## src/rtl/rs_seq_pkg.sv

```systemverilog
// Shared constants and types of the row-pair readout sequencer.
// Assumes slot counters are at least 4 bits wide.
package rs_seq_pkg;
    // Shortest slot that still fits every phase plus the idle gap.
    localparam int MIN_SLOT = 8;

    // Strobes produced inside one slot, in their order of appearance.
    typedef struct packed {
        logic sig;
        logic refs;
        logic comp;
        logic latch;
        logic strobe;
    } phase_t;
endpackage

```

## src/rtl/rs_cfg_latch.sv

```systemverilog
// Captures and clamps the run configuration when a run is accepted.
// Assumes MAX_ROWS is even and fits in ROW_W bits.
module rs_cfg_latch #(
    parameter int MAX_ROWS = 576,
    parameter int ROW_W    = 10,
    parameter int SLOT_W   = 8,
    parameter int PAIR_W   = 9
) (
    input  logic              clk,
    input  logic              rst_n,
    input  logic              take,
    input  logic [ROW_W-1:0]  rows_in,
    input  logic [SLOT_W-1:0] slot_in,
    output logic [SLOT_W-1:0] slot_len,
    output logic [PAIR_W-1:0] last_pair
);
    import rs_seq_pkg::*;

    logic [ROW_W-1:0]  rows_cl;
    logic [ROW_W-1:0]  pairs_w;
    logic [ROW_W-1:0]  last_w;
    logic [SLOT_W-1:0] slot_cl;

    // Clamp the requested size and slot into the supported range.
    always_comb begin
        rows_cl = (rows_in > ROW_W'(MAX_ROWS)) ? ROW_W'(MAX_ROWS) : rows_in;
        pairs_w = rows_cl >> 1;
        last_w  = (pairs_w == '0) ? '0 : pairs_w - ROW_W'(1);
        slot_cl = (slot_in < SLOT_W'(MIN_SLOT)) ? SLOT_W'(MIN_SLOT) : slot_in;
    end

    // Hold the clamped values for the whole run.
    always_ff @(posedge clk) begin
        if (!rst_n) begin
            slot_len  <= SLOT_W'(MIN_SLOT);
            last_pair <= '0;
        end else if (take) begin
            slot_len  <= slot_cl;
            last_pair <= PAIR_W'(last_w);
        end
    end
endmodule

```

## src/rtl/rs_run_ctrl.sv

```systemverilog
// Run/idle control: starts on an accepted start and stops only at a frame end.
// Assumes frame_end is high for exactly the final cycle of a frame.
module rs_run_ctrl (
    input  logic clk,
    input  logic rst_n,
    input  logic start_acc,
    input  logic stop,
    input  logic frame_end,
    output logic running
);
    logic stop_pend;

    // Running flag: set on start, cleared when a requested stop meets a frame end.
    always_ff @(posedge clk) begin
        if (!rst_n)
            running <= 1'b0;
        else if (start_acc)
            running <= 1'b1;
        else if (frame_end && (stop || stop_pend))
            running <= 1'b0;
    end

    // Pending stop: remembered while running, dropped while idle.
    always_ff @(posedge clk) begin
        if (!rst_n || !running)
            stop_pend <= 1'b0;
        else if (stop)
            stop_pend <= 1'b1;
    end
endmodule

```

## src/rtl/rs_slot_timer.sv

```systemverilog
// Slot cycle counter and row-pair pointer of the rolling shutter.
// Assumes slot_len >= MIN_SLOT and last_pair stay stable during a run.
module rs_slot_timer #(
    parameter int SLOT_W = 8,
    parameter int PAIR_W = 9
) (
    input  logic              clk,
    input  logic              rst_n,
    input  logic              running,
    input  logic [SLOT_W-1:0] slot_len,
    input  logic [PAIR_W-1:0] last_pair,
    output logic [SLOT_W-1:0] cnt,
    output logic [PAIR_W-1:0] pair,
    output logic              frame_end
);
    logic slot_end;

    // Detect the last cycle of a slot and of a frame.
    always_comb begin
        slot_end  = running && (cnt == slot_len - SLOT_W'(1));
        frame_end = slot_end && (pair == last_pair);
    end

    // Cycle counter inside the slot.
    always_ff @(posedge clk) begin
        if (!rst_n || !running || slot_end)
            cnt <= '0;
        else
            cnt <= cnt + SLOT_W'(1);
    end

    // Row-pair pointer, wrapping at the end of each frame.
    always_ff @(posedge clk) begin
        if (!rst_n || !running)
            pair <= '0;
        else if (slot_end)
            pair <= (pair == last_pair) ? '0 : pair + PAIR_W'(1);
    end
endmodule

```

## src/rtl/rs_phase_decode.sv

```systemverilog
// Places the sampling and discrimination strobes at fixed slot offsets.
// Assumes slot_len >= MIN_SLOT so the compensation window is non-empty.
module rs_phase_decode #(
    parameter int SLOT_W = 8
) (
    input  logic                  running,
    input  logic [SLOT_W-1:0]     cnt,
    input  logic [SLOT_W-1:0]     slot_len,
    output rs_seq_pkg::phase_t    ph
);
    // Decode the slot cycle into one strobe at a time.
    always_comb begin
        ph.sig    = running && (cnt == SLOT_W'(1));
        ph.refs   = running && (cnt == SLOT_W'(2));
        ph.comp   = running && (cnt >= SLOT_W'(3)) && (cnt <= slot_len - SLOT_W'(4));
        ph.latch  = running && (cnt == slot_len - SLOT_W'(2));
        ph.strobe = running && (cnt == slot_len - SLOT_W'(1));
    end
endmodule

```

## src/rtl/rs_hit_capture.sv

```systemverilog
// Registers both discriminator rows on the latch strobe.
// Assumes hit inputs are settled at the edge that ends the latch cycle.
module rs_hit_capture #(
    parameter int COLS = 16
) (
    input  logic            clk,
    input  logic            rst_n,
    input  logic            grab,
    input  logic [COLS-1:0] top_in,
    input  logic [COLS-1:0] bot_in,
    output logic [COLS-1:0] top_q,
    output logic [COLS-1:0] bot_q
);
    // Hold the latched two-row hit pattern until the next latch.
    always_ff @(posedge clk) begin
        if (!rst_n) begin
            top_q <= '0;
            bot_q <= '0;
        end else if (grab) begin
            top_q <= top_in;
            bot_q <= bot_in;
        end
    end
endmodule

```

## src/rtl/rs_pair_sequencer.sv

```systemverilog
// Top of the two-row rolling-shutter readout sequencer.
// Assumes start and stop are synchronous single-cycle requests.
module rs_pair_sequencer #(
    parameter int MAX_ROWS = 576,
    parameter int COLS     = 16,
    parameter int SLOT_W   = 8,
    parameter int ROW_W    = $clog2(MAX_ROWS + 1),
    parameter int PAIR_W   = $clog2(MAX_ROWS / 2)
) (
    input  logic              clk,
    input  logic              rst_n,
    input  logic              start,
    input  logic              stop,
    input  logic [ROW_W-1:0]  cfg_rows,
    input  logic [SLOT_W-1:0] cfg_slot,
    input  logic [COLS-1:0]   hit_top,
    input  logic [COLS-1:0]   hit_bot,
    output logic              busy,
    output logic              row_sel,
    output logic [PAIR_W-1:0] row_pair,
    output logic              smp_sig,
    output logic              smp_ref,
    output logic              dsc_comp,
    output logic              dsc_latch,
    output logic              out_valid,
    output logic              out_frame_start,
    output logic [COLS-1:0]   out_hits_top,
    output logic [COLS-1:0]   out_hits_bot
);
    import rs_seq_pkg::*;

    logic              running;
    logic              start_acc;
    logic              frame_end;
    logic [SLOT_W-1:0] slot_len;
    logic [PAIR_W-1:0] last_pair;
    logic [SLOT_W-1:0] cnt;
    logic [PAIR_W-1:0] pair;
    phase_t            ph;

    // Only an idle sequencer accepts a start.
    assign start_acc = start && !running;

    rs_cfg_latch #(.MAX_ROWS(MAX_ROWS), .ROW_W(ROW_W), .SLOT_W(SLOT_W), .PAIR_W(PAIR_W)) u_cfg (
        .clk(clk), .rst_n(rst_n), .take(start_acc), .rows_in(cfg_rows), .slot_in(cfg_slot),
        .slot_len(slot_len), .last_pair(last_pair)
    );

    rs_run_ctrl u_run (
        .clk(clk), .rst_n(rst_n), .start_acc(start_acc), .stop(stop),
        .frame_end(frame_end), .running(running)
    );

    rs_slot_timer #(.SLOT_W(SLOT_W), .PAIR_W(PAIR_W)) u_tmr (
        .clk(clk), .rst_n(rst_n), .running(running), .slot_len(slot_len),
        .last_pair(last_pair), .cnt(cnt), .pair(pair), .frame_end(frame_end)
    );

    rs_phase_decode #(.SLOT_W(SLOT_W)) u_dec (
        .running(running), .cnt(cnt), .slot_len(slot_len), .ph(ph)
    );

    rs_hit_capture #(.COLS(COLS)) u_cap (
        .clk(clk), .rst_n(rst_n), .grab(ph.latch), .top_in(hit_top), .bot_in(hit_bot),
        .top_q(out_hits_top), .bot_q(out_hits_bot)
    );

    // Drive the control and hand-off outputs.
    always_comb begin
        busy            = running;
        row_sel         = running;
        row_pair        = pair;
        smp_sig         = ph.sig;
        smp_ref         = ph.refs;
        dsc_comp        = ph.comp;
        dsc_latch       = ph.latch;
        out_valid       = ph.strobe;
        out_frame_start = ph.strobe && (pair == '0);
    end
endmodule

```

## config.mk

```make
export PLATFORM = sky130hd
export DESIGN_NAME = rs_pair_sequencer
export DESIGN_NICKNAME = d
export VERILOG_FILES = /design/src/rtl/rs_seq_pkg.sv /design/src/rtl/rs_cfg_latch.sv /design/src/rtl/rs_run_ctrl.sv /design/src/rtl/rs_slot_timer.sv /design/src/rtl/rs_phase_decode.sv /design/src/rtl/rs_hit_capture.sv /design/src/rtl/rs_pair_sequencer.sv
export SDC_FILE = /design/constraint.sdc
export NUM_CORES = 1
export LEC_CHECK = 0
export BUFFER_PORTS_ARGS = -buffer_cell sky130_fd_sc_hd__buf_4
export CAP_MARGIN = 25
export CORE_UTILIZATION = 52
export DETAILED_ROUTE_END_ITERATION = 10
export GPL_TIMING_DRIVEN = 1
export PLACE_DENSITY = 0.8
export SLEW_MARGIN = 5
export SYNTH_ARGS = -nofsm -noshare
export SYNTH_HDL_FRONTEND = slang
export SYNTH_SLANG_ARGS = --single-unit
```

## constraint.sdc

```tcl
create_clock -name clk -period 3 [get_ports clk]
set_input_delay 0.15 -clock clk [delete_from_list [all_inputs] [get_ports clk]]
set_output_delay 0.15 -clock clk [all_outputs]
set_load 0.05 [all_outputs]
```

==> flow_summary.json, run 1 <==
{
  "status": "finished, final reports clean",
  "dr.pass1.iters": 4,
  "initial_core_util": 0.552,
  "synth_edf_count": 0,
  "cts-root-buf": "clkbuf_8",
  "cp_cell_sequence": "inv_1 -> ha_1 -> nor3b_4 -> xnor2_1 -> ha_1 -> a21o_1 -> a21oi_1 -> a21oi_1 -> a21oi_1 -> buf_4",
  "antenna_found_initial": 0,
  "critPathLaunchType": "flop",
  "synth_cell_types": 52,
  "ant_nets": 0,
  "gp_congestion": 0.863,
  "p_leak_nw": 1.97,
  "slew_violations": 0,
  "grt_pass1_vias": 3116,
  "dieHeight_um": 85.1,
  "grt_overflow_total": 0,
  "grt_pass1_wl_mm": 14.3,
  "io_pins": 103,
  "async_flop_share": 0,
  "finalInstanceArea_um2": 4610,
  "hold_viol_final": 0,
  "dp_cells": 565,
  "yosys_warnings": 0,
  "critical-path-max-stage-delay_ns": 0.36,
  "cts.sinks": 68,
  "synthesis.nets": 472,
  "port_buffers": 102,
  "cts_max_level": 3,
  "crit_path_frequent_cell": "a21oi_1",
  "min_period_over_period": 0.938,
  "route.detailed.drc": 0,
  "place_area_um2": 4380,
  "ir_drop_mv": 0.364,
  "p_total_mw": 2.58,
  "grt_max_degree": 46,
  "dpl.hpwl_mm": 6.42,
  "hold_path_class": "in -> reg",
  "min_period_ns": 2.81,
  "cp-end-kind": "output pin",
  "syn-cell-area_um2": 3590,
  "crit_type": "reg -> out",
  "viasPerCell": 5.52,
  "drive_gt1_frac": 0.262,
  "clkTransAtPathRegs_ns": 0.08,
  "powerDensity_nw_per_um2": 561,
  "worst_slew_pin_slew_ns": 0.679,
  "routed_wl_mm": 8.75,
  "cts_made_buffers": 9,
  "cap_violations": 0,
  "die_area_um2": 7240,
  "ys_dominant_reg_cell": "dfxtp_1",
  "wl_per_cell_um": 15.1,
  "required_ns": 2.85,
  "avgSynthCellArea_um2": 8.97,
  "critPathSlowestCell": "dfxtp_1",
  "fin_util": 0.709,
  "ctsLongestPathBuffers": 2,
  "clock_skew_ns": 0.00940,
  "syn_to_final_growth_pct": 28.4,
  "slew_headroom": 0.547,
  "core-area_um2": 6490,
  "fmax_mhz": 356,
  "grt_use_total": 0.249,
  "finalSetupViolCount": 0,
  "die_w_um": 85.1,
  "clkLatencyLatePin_ns": 0.34,
  "ys_seq_elements": 68,
  "syn_inst": 400,
  "row_count": 29,
  "nets": 571,
  "stdcell_count": 580,
  "critPathArrivalTime_ns": 2.66,
  "vias": 3204,
  "critPathBufInv": 2,
  "insertedDiodeCount": 0,
  "cts_tree": "yes",
  "drt_iter0_markers": 95,
  "synth-seq-area-share": 0.379,
  "crit_fanout": 6,
  "critical_path.top_delay_family": "compound AO/OA/AOI/OAI gates"
}
[flip-flops by register name, indices dropped and copies added (netlist names)]
name,flops
u_cap.bot_q,16
u_cap.top_q,16
u_cfg.last_pair,9
u_tmr.pair,9
u_cfg.slot_len,8
u_tmr.cnt,8
u_run.running,1
u_run.stop_pend,1
[worst register-to-register path, cell delays in order (launching register included)]
cell and delay [ns]:
dfxtp_1 0.36, inv_1 0.12, ha_1 0.28, nor3b_4 0.29, nand2_1 0.11, xnor2_1 0.19
a2111oi_4 0.39, buf_12 0.29, mux2i_1 0.24, nor2_1 0.06
[cell usage after synthesis (2+ instances only)]
cell type,number,area (µm²)
ha_1,18,225
nor2b_1,3,18.8
dfxtp_1,68,1360
o21ai_0,10,50.1
o211ai_1,2,15.0
xnor2_1,22,193
clkbuf_1,9,33.8
mux2i_1,32,320
nor4_1,2,12.5
xor2_2,2,32.5
a21o_1,3,22.5
a22oi_1,4,30.0
nand2b_1,3,18.8
buf_4,3,22.5
xor2_1,14,123
nand2_1,28,105
nand4_1,6,37.5
buf_6,4,45.0
or3_1,6,37.5
nor2_1,57,214
o21a_1,2,15.0
o31ai_1,2,15.0
and3_1,8,50.1
a21oi_1,20,100
o21ai_1,4,20.0
nor3_1,8,40.0
a31oi_1,3,18.8
inv_1,14,52.6
nand3_1,20,100
[layout make-up]
cell class | count | area, µm²
clock buffer | 11 | 141
clock inverter | 4 | 73.8
fill | 510 | 1890
inverter | 15 | 56.3
multi-input combinational | 300 | 2080
sequential | 68 | 1360
tap | 77 | 96.3
timing repair buffer | 105 | 801
[layout by cell type (no fill, tap or decap), types with 4 or more instances in the layout]
cell      Yosys  final
a21oi_1      20     20
a22oi_1       4      4
and3_1        8      8
buf_4         3    104
clkbuf_8      0     10
dfxtp_1      68     67
ha_1         18     18
inv_1        14     14
mux2i_1      32     32
nand2_1      28     28
nand3_1      20     20
nand4_1       6      6
nor2_1       57     57
nor3_1        8      8
o21ai_0      10     10
o21ai_1       4      4
or3_1         6      6
xnor2_1      22     22
xor2_1       14     14
[layer usage]
metal / GRT usage / vias to the layer above / part of all wire
li1: - / 1590 / -
met1: 0.300 / 1518 / 0.44
met2: 0.433 / 90 / 0.50
met3: 0.0798 / 6 / 0.059
met4: 0.0601 / 0 / 0.0091
met5: 0 / - / 0
[metrics by stage]
step / worst slack, ns / hold WS, ns / setup TNS, ns
final: 0.187 / 0.0352 / 0
after global routing: -0.00380 / 0.0306 / -0.00380
after CTS: 0.0103 / 0.0294 / 0
after detailed placement: 0.377 / 0.387 / 0
after global placement: 0.475 / 0.381 / 0
after floorplan: 0.194 / 0.274 / 0
[kinds of logic after synthesis]
| logic type | synth area share |
|---|---|
| flip-flops | 0.379 |
| AO/OA/AOI/OAI | 0.113 |
| buffers and inverters | 0.0453 |
| adder cells (fa/ha/maj) | 0.0628 |
| XOR/XNOR | 0.103 |
| multiplexers | 0.0893 |
| AND/OR/NAND/NOR | 0.207 |
[where the power goes]
group | internal [mW] | switching [mW]
Combinational | 0.287 | 0.405
Sequential | 0.962 | 0.0968
Clock | 0.487 | 0.347
Total | 1.74 | 0.849
[what timing repair did]
item                                    4_1_cts  5_1_grt
resized for setup                             0        3
endpoints found under the setup margin        0        2
hold buffers                                  0        0
buffers inserted                              0        0
[worst paths after layout]
check	depth (start not counted)	slack, ns	to	startpoint
max reg2reg	9	0.56	u_cap.top_q[14]	u_cfg.slot_len[2]
min reg2reg	2	0.47	u_cfg.last_pair[5]	u_cfg.last_pair[5]
max	10	0.19	dsc_comp	u_cfg.slot_len[2]
min	3	0.04	u_cap.bot_q[13]	hit_bot[13]
(Power assumes the default switching activity.)
==> inputs of run 2 (changes only) <==
- PLACE_DENSITY: 0.8 -> 0.82
==> run 2 against run 1 <==
Register-to-register slack lost 0.08 ns. First-iteration DRC count increased by 27%. Total power grew 0.31%. Combinational power grew 2%. Worst hold slack got worse by 0.0058 ns. Clock skew fell by 0.0054 ns. Sequential share of layout area about the same. Die area stayed put. Sequential power hardly changed. Clock power hardly changed. Critical endpoint unchanged. Largest cell class unchanged. Largest power group unchanged.
==> flow_summary.json, run 2 (synthesis gave the netlist of run 1 again) <==
{
  "min_period_ns": 2.78,
  "io_pins": 103,
  "critPathBufInv": 2,
  "hold_path_class": "in -> reg",
  "fillCellCount": 478,
  "die_area_um2": 7240,
  "dieHeight_um": 85.1,
  "dp_cells": 565,
  "grt_use_total": 0.255,
  "cp_cell_sequence": "inv_1 -> ha_2 -> nor3b_4 -> xnor2_1 -> ha_1 -> a21o_1 -> a21oi_1 -> a21oi_1 -> a21oi_1 -> buf_4",
  "preCtsSetupSlack_ns": 0.381,
  "finalInstanceArea_um2": 4610,
  "crit_path_frequent_cell": "a21oi_1",
  "rsz0062_at_grt": "no",
  "cts.sinks": 68,
  "drt_iter0_markers": 121,
  "gp_congestion": 0.876,
  "clkTransAtPathRegs_ns": 0.07,
  "worst_slew_pin_slew_ns": 0.783,
  "fin_ws_ns": 0.224,
  "cap_violations": 0,
  "hold_viol_final": 0,
  "viasPerCell": 5.55,
  "ff2ff_path_depth": 8,
  "worst-r2r-setup-slack_ns": 0.48,
  "slew_violations": 0,
  "crit_start": "u_cfg.slot_len[2]",
  "slew_headroom": 0.477,
  "clock_skew_ns": 0.00404,
  "r2r-end": "u_run.running",
  "grt_overflow_total": 0,
  "grt_pass1_vias": 3174,
  "layout_common_cells": "buf_4 (104), dfxtp_1 (67), nor2_1 (57)",
  "critical-path-max-stage-delay_ns": 0.44,
  "die_w_um": 85.1,
  "drive_gt1_frac": 0.266,
  "p_total_mw": 2.59,
  "largest_registers": "u_cap.bot_q: 16 flops, u_cap.top_q: 16 flops",
  "powerDensity_nw_per_um2": 563,
  "routed_wl_mm": 8.80,
  "hp-start": "stop",
  "cts_resized": 0,
  "hold_ws_ns": 0.0294,
  "port_buffers": 102,
  "initial_core_util": 0.552,
  "final_common_cell": "buf_4",
  "reg2reg_from": "u_cfg.slot_len[2]",
  "ant_nets": 0,
  "critical_path.top_delay_family": "compound AO/OA/AOI/OAI gates",
  "hold_buffers": 0,
  "tns_ns": 0,
  "antenna_found_initial": 0,
  "vias": 3218,
  "grt_max_degree": 47,
  "nets": 571,
  "required_ns": 2.85,
  "stdcell_count": 580,
  "critPathSlowestCell": "dfxtp_1",
  "status": "finished, final reports clean",
  "dpl.hpwl_mm": 6.37,
  "fmax_mhz": 360,
  "multi_input_area_um2": 2080,
  "dr.pass1.iters": 4,
  "insertedDiodeCount": 0,
  "core-area_um2": 6490,
  "clkLatencyLatePin_ns": 0.34,
  "cts_max_level": 3,
  "min_period_over_period": 0.925,
  "crit_fanout": 6,
  "final-seq-area_um2": 1360,
  "finalSetupViolCount": 0,
  "holdPathEnd": "u_run.stop_pend",
  "crit_type": "reg -> out",
  "route.detailed.drc": 0,
  "critPathArrivalTime_ns": 2.63,
  "cts_made_buffers": 9,
  "cts-root-buf": "clkbuf_8",
  "cp-end-kind": "output pin",
  "ctsLongestPathBuffers": 2,
  "p_leak_nw": 1.97,
  "post_cts_buffers": 0,
  "grt_pass1_wl_mm": 14.6,
  "fin_util": 0.709,
  "wl_per_cell_um": 15.2,
  "place_area_um2": 4380,
  "min_path_cells": 3,
  "critPathLaunchType": "flop",
  "row_count": 29,
  "syn_to_final_growth_pct": 28.4,
  "cts_tree": "yes",
  "ir_drop_mv": 0.437
}
==> run 2: how the worst max path moves through the flow <==
stage	endpoint	slack, ns	cells after the start
6_report	dsc_comp	0.22	10
3_3_place_gp	dsc_comp	0.50	10
3_5_place_dp	u_cap.top_q[1]	0.38	9
5_1_grt	dsc_comp	0.02	10
4_1_cts	dsc_comp	0.01	10
2_1_floorplan	dsc_comp	0.19	10
==> run 2: tightest hold or removal path: cells and delay by family <==
kind,cells,cell delay [ns]
simple gates,2,0.11
buf+inv,1,0.08
==> run 2: area by class of cell <==
class / count / area share
Tap cell: 77 / 0.0209
Inverter: 15 / 0.0122
Timing Repair Buffer: 105 / 0.174
Multi-Input combinational cell: 300 / 0.451
Clock inverter: 6 / 0.0195
Sequential cell: 68 / 0.296
Clock buffer: 9 / 0.0269
==> run 2: per-layer routing <==
metal  vias up  part of all wire  global-route usage
met5         -                 0                   0
met4         0             0.017              0.0878
met3        14             0.062              0.0720
met2        99              0.49               0.437
met1      1518              0.43               0.305
li1       1587                 -                   -
==> run 2: report_power, final <==
part / internal, mW / switching (mW)
registers: 0.962 / 0.0987
logic: 0.292 / 0.411
clock network: 0.465 / 0.365
==> inputs of run 3 (changes only) <==
- CORE_MARGIN: not set -> 2
- CORE_UTILIZATION: 52 -> 31
- PLACE_DENSITY: 0.82 -> 0.54
==> run 3 against run 2 <==
Final cell count increased by 12%. Maximum frequency decreased by 0.30%. Worst hold slack improved by 0.015 ns. Final area increased by 4.2%. Register-to-register slack got worse by 0.09 ns. Clock power increased by 33%. Flip-flop and latch count unchanged. Combinational power increased by 4.1%. Critical endpoint unchanged. Largest cell class unchanged. Highest routed layer unchanged.
==> flow_summary.json, run 3 (synthesis gave the netlist of run 1 again) <==
{
  "viasPerCell": 4.80,
  "gp_congestion": 0.823,
  "cp-end-kind": "output pin",
  "hold_ws_ns": 0.0448,
  "hold_viol_final": 0,
  "dpl.hpwl_mm": 6.88,
  "antenna_found_initial": 0,
  "min_period_over_period": 0.928,
  "grt_use_total": 0.151,
  "grt_pass1_wl_mm": 15.4,
  "cts_tree": "yes",
  "slew_violations": 0,
  "cts_max_level": 3,
  "syn_to_final_growth_pct": 33.8,
  "wl_per_cell_um": 14.2,
  "finalInstanceArea_um2": 4800,
  "drive_gt1_frac": 0.270,
  "route.detailed.drc": 0,
  "grt_max_degree": 34,
  "worst_slew_pin_slew_ns": 0.833,
  "cts_made_buffers": 9,
  "post_cts_buffers": 0,
  "io_pins": 103,
  "critPathArrivalTime_ns": 2.63,
  "dp_cells": 634,
  "drt_iter0_markers": 98,
  "status": "finished, final reports clean",
  "cts.sinks": 68,
  "finalSetupViolCount": 0,
  "die_w_um": 112,
  "p_comb_frac": 0.255,
  "largest_registers": "u_cap.bot_q: 16 flops, u_cap.top_q: 16 flops",
  "dieHeight_um": 112,
  "cts-root-buf": "clkbuf_16",
  "hold_path_class": "in -> reg",
  "place_area_um2": 4480,
  "routed_wl_mm": 9.20,
  "clkTransAtPathRegs_ns": 0.06,
  "powerDensity_nw_per_um2": 598,
  "ir_drop_mv": 0.326,
  "clkLatencyLatePin_ns": 0.33,
  "ctsLongestPathBuffers": 2,
  "stdcell_count": 650,
  "internal-power_mw": 1.94,
  "p_sw_mw": 0.935,
  "sw_frac_of_total": 0.326,
  "ant_nets": 0,
  "core-area_um2": 11400,
  "grt_overflow_total": 0,
  "critPathLaunchType": "flop",
  "p_clk_frac": 0.383,
  "row_count": 39,
  "min_period_ns": 2.78,
  "layout_common_cells": "buf_4 (107), dfxtp_1 (67), nor2_1 (57)",
  "hold_buffers": 0,
  "port_buffers": 102,
  "vias": 3117,
  "die_area_um2": 12500,
  "fmax_mhz": 359,
  "initial_core_util": 0.316,
  "p_leak_nw": 2.03,
  "crit_fanout": 6,
  "grt_pass1_vias": 3148,
  "fillCellCount": 1131,
  "cts_resized": 0,
  "required_ns": 2.85,
  "crit_type": "reg -> out",
  "preCtsSetupSlack_ns": 0.389,
  "nets": 574,
  "fin_ws_ns": 0.216,
  "dr.pass1.iters": 4,
  "fin_util": 0.422,
  "slew_headroom": 0.444,
  "insertedDiodeCount": 0,
  "cap_violations": 0,
  "final_common_cell": "buf_4",
  "p_seq_frac": 0.362,
  "clock_skew_ns": 0.00599
}
-- run 3: changes by cell type in the layout (fill, tap and decap cells not counted), moves of 2 or more --
cell and delta:
clkbuf_16 +9, clkbuf_8 -8, buf_4 +3, inv_6 +2
-- run 3: worst max-delay path: stages, from the launching register on --
cell and delay [ns]:
dfxtp_1 0.36, inv_1 0.12, ha_1 0.27, nor3b_2 0.29, xnor2_1 0.16, ha_1 0.26, a21o_1 0.16, a21oi_1 0.18
a21oi_1 0.09, a21oi_1 0.19, buf_4 0.23
-- run 3: worst paths after layout --
| path | to | slack (ns) | depth (start not counted) | start |
|---|---|---|---|---|
| worst max-delay path | dsc_comp | 0.22 | 10 | u_cfg.slot_len[2] |
| worst min-delay path | u_run.stop_pend | 0.04 | 3 | stop |
| worst max register to register | u_run.running | 0.39 | 8 | u_cfg.slot_len[0] |
| worst min register to register | u_run.stop_pend | 0.46 | 2 | u_run.stop_pend |
-- run 3: per-stage QoR --
stage | TNS (ns) | total power [mW]
CTS | 0 | 2.90
detailed placement | 0 | 1.79
global route | -0.0198 | 3.02
global placement | 0 | 1.78
finish | 0 | 2.87
floorplan | 0 | 1.57
-- run 3: power by group through the flow --
| stage | combinational, mW | sequential, mW | clock (mW) |
|---|---|---|---|
| after floorplan | 0.501 | 1.07 | 0 |
| after global placement | 0.724 | 1.06 | 0 |
| after detailed placement | 0.734 | 1.06 | 0 |
| after CTS | 0.738 | 1.04 | 1.13 |
| after global routing | 0.813 | 1.05 | 1.16 |
| final | 0.732 | 1.04 | 1.10 |
-- run 3: area by class of cell --
type                    count  area (µm²)  area share
well taps                 143         179      0.0373
repair buffers            108         823       0.171
clock buffers              10         239      0.0498
inverters                  15        56.3      0.0117
clock inverters             6        71.3      0.0149
flip-flops and latches     68        1360       0.284
multi-input cells         300        2070       0.431
-- run 3: routing by layer --
layer  vias up  wire [µm]  global-route usage
li1       1598          -                   -
met1      1433       4310               0.194
met2        78       4120               0.235
met3         8        665              0.0533
met4         0        103              0.0568
met5         -          0                   0
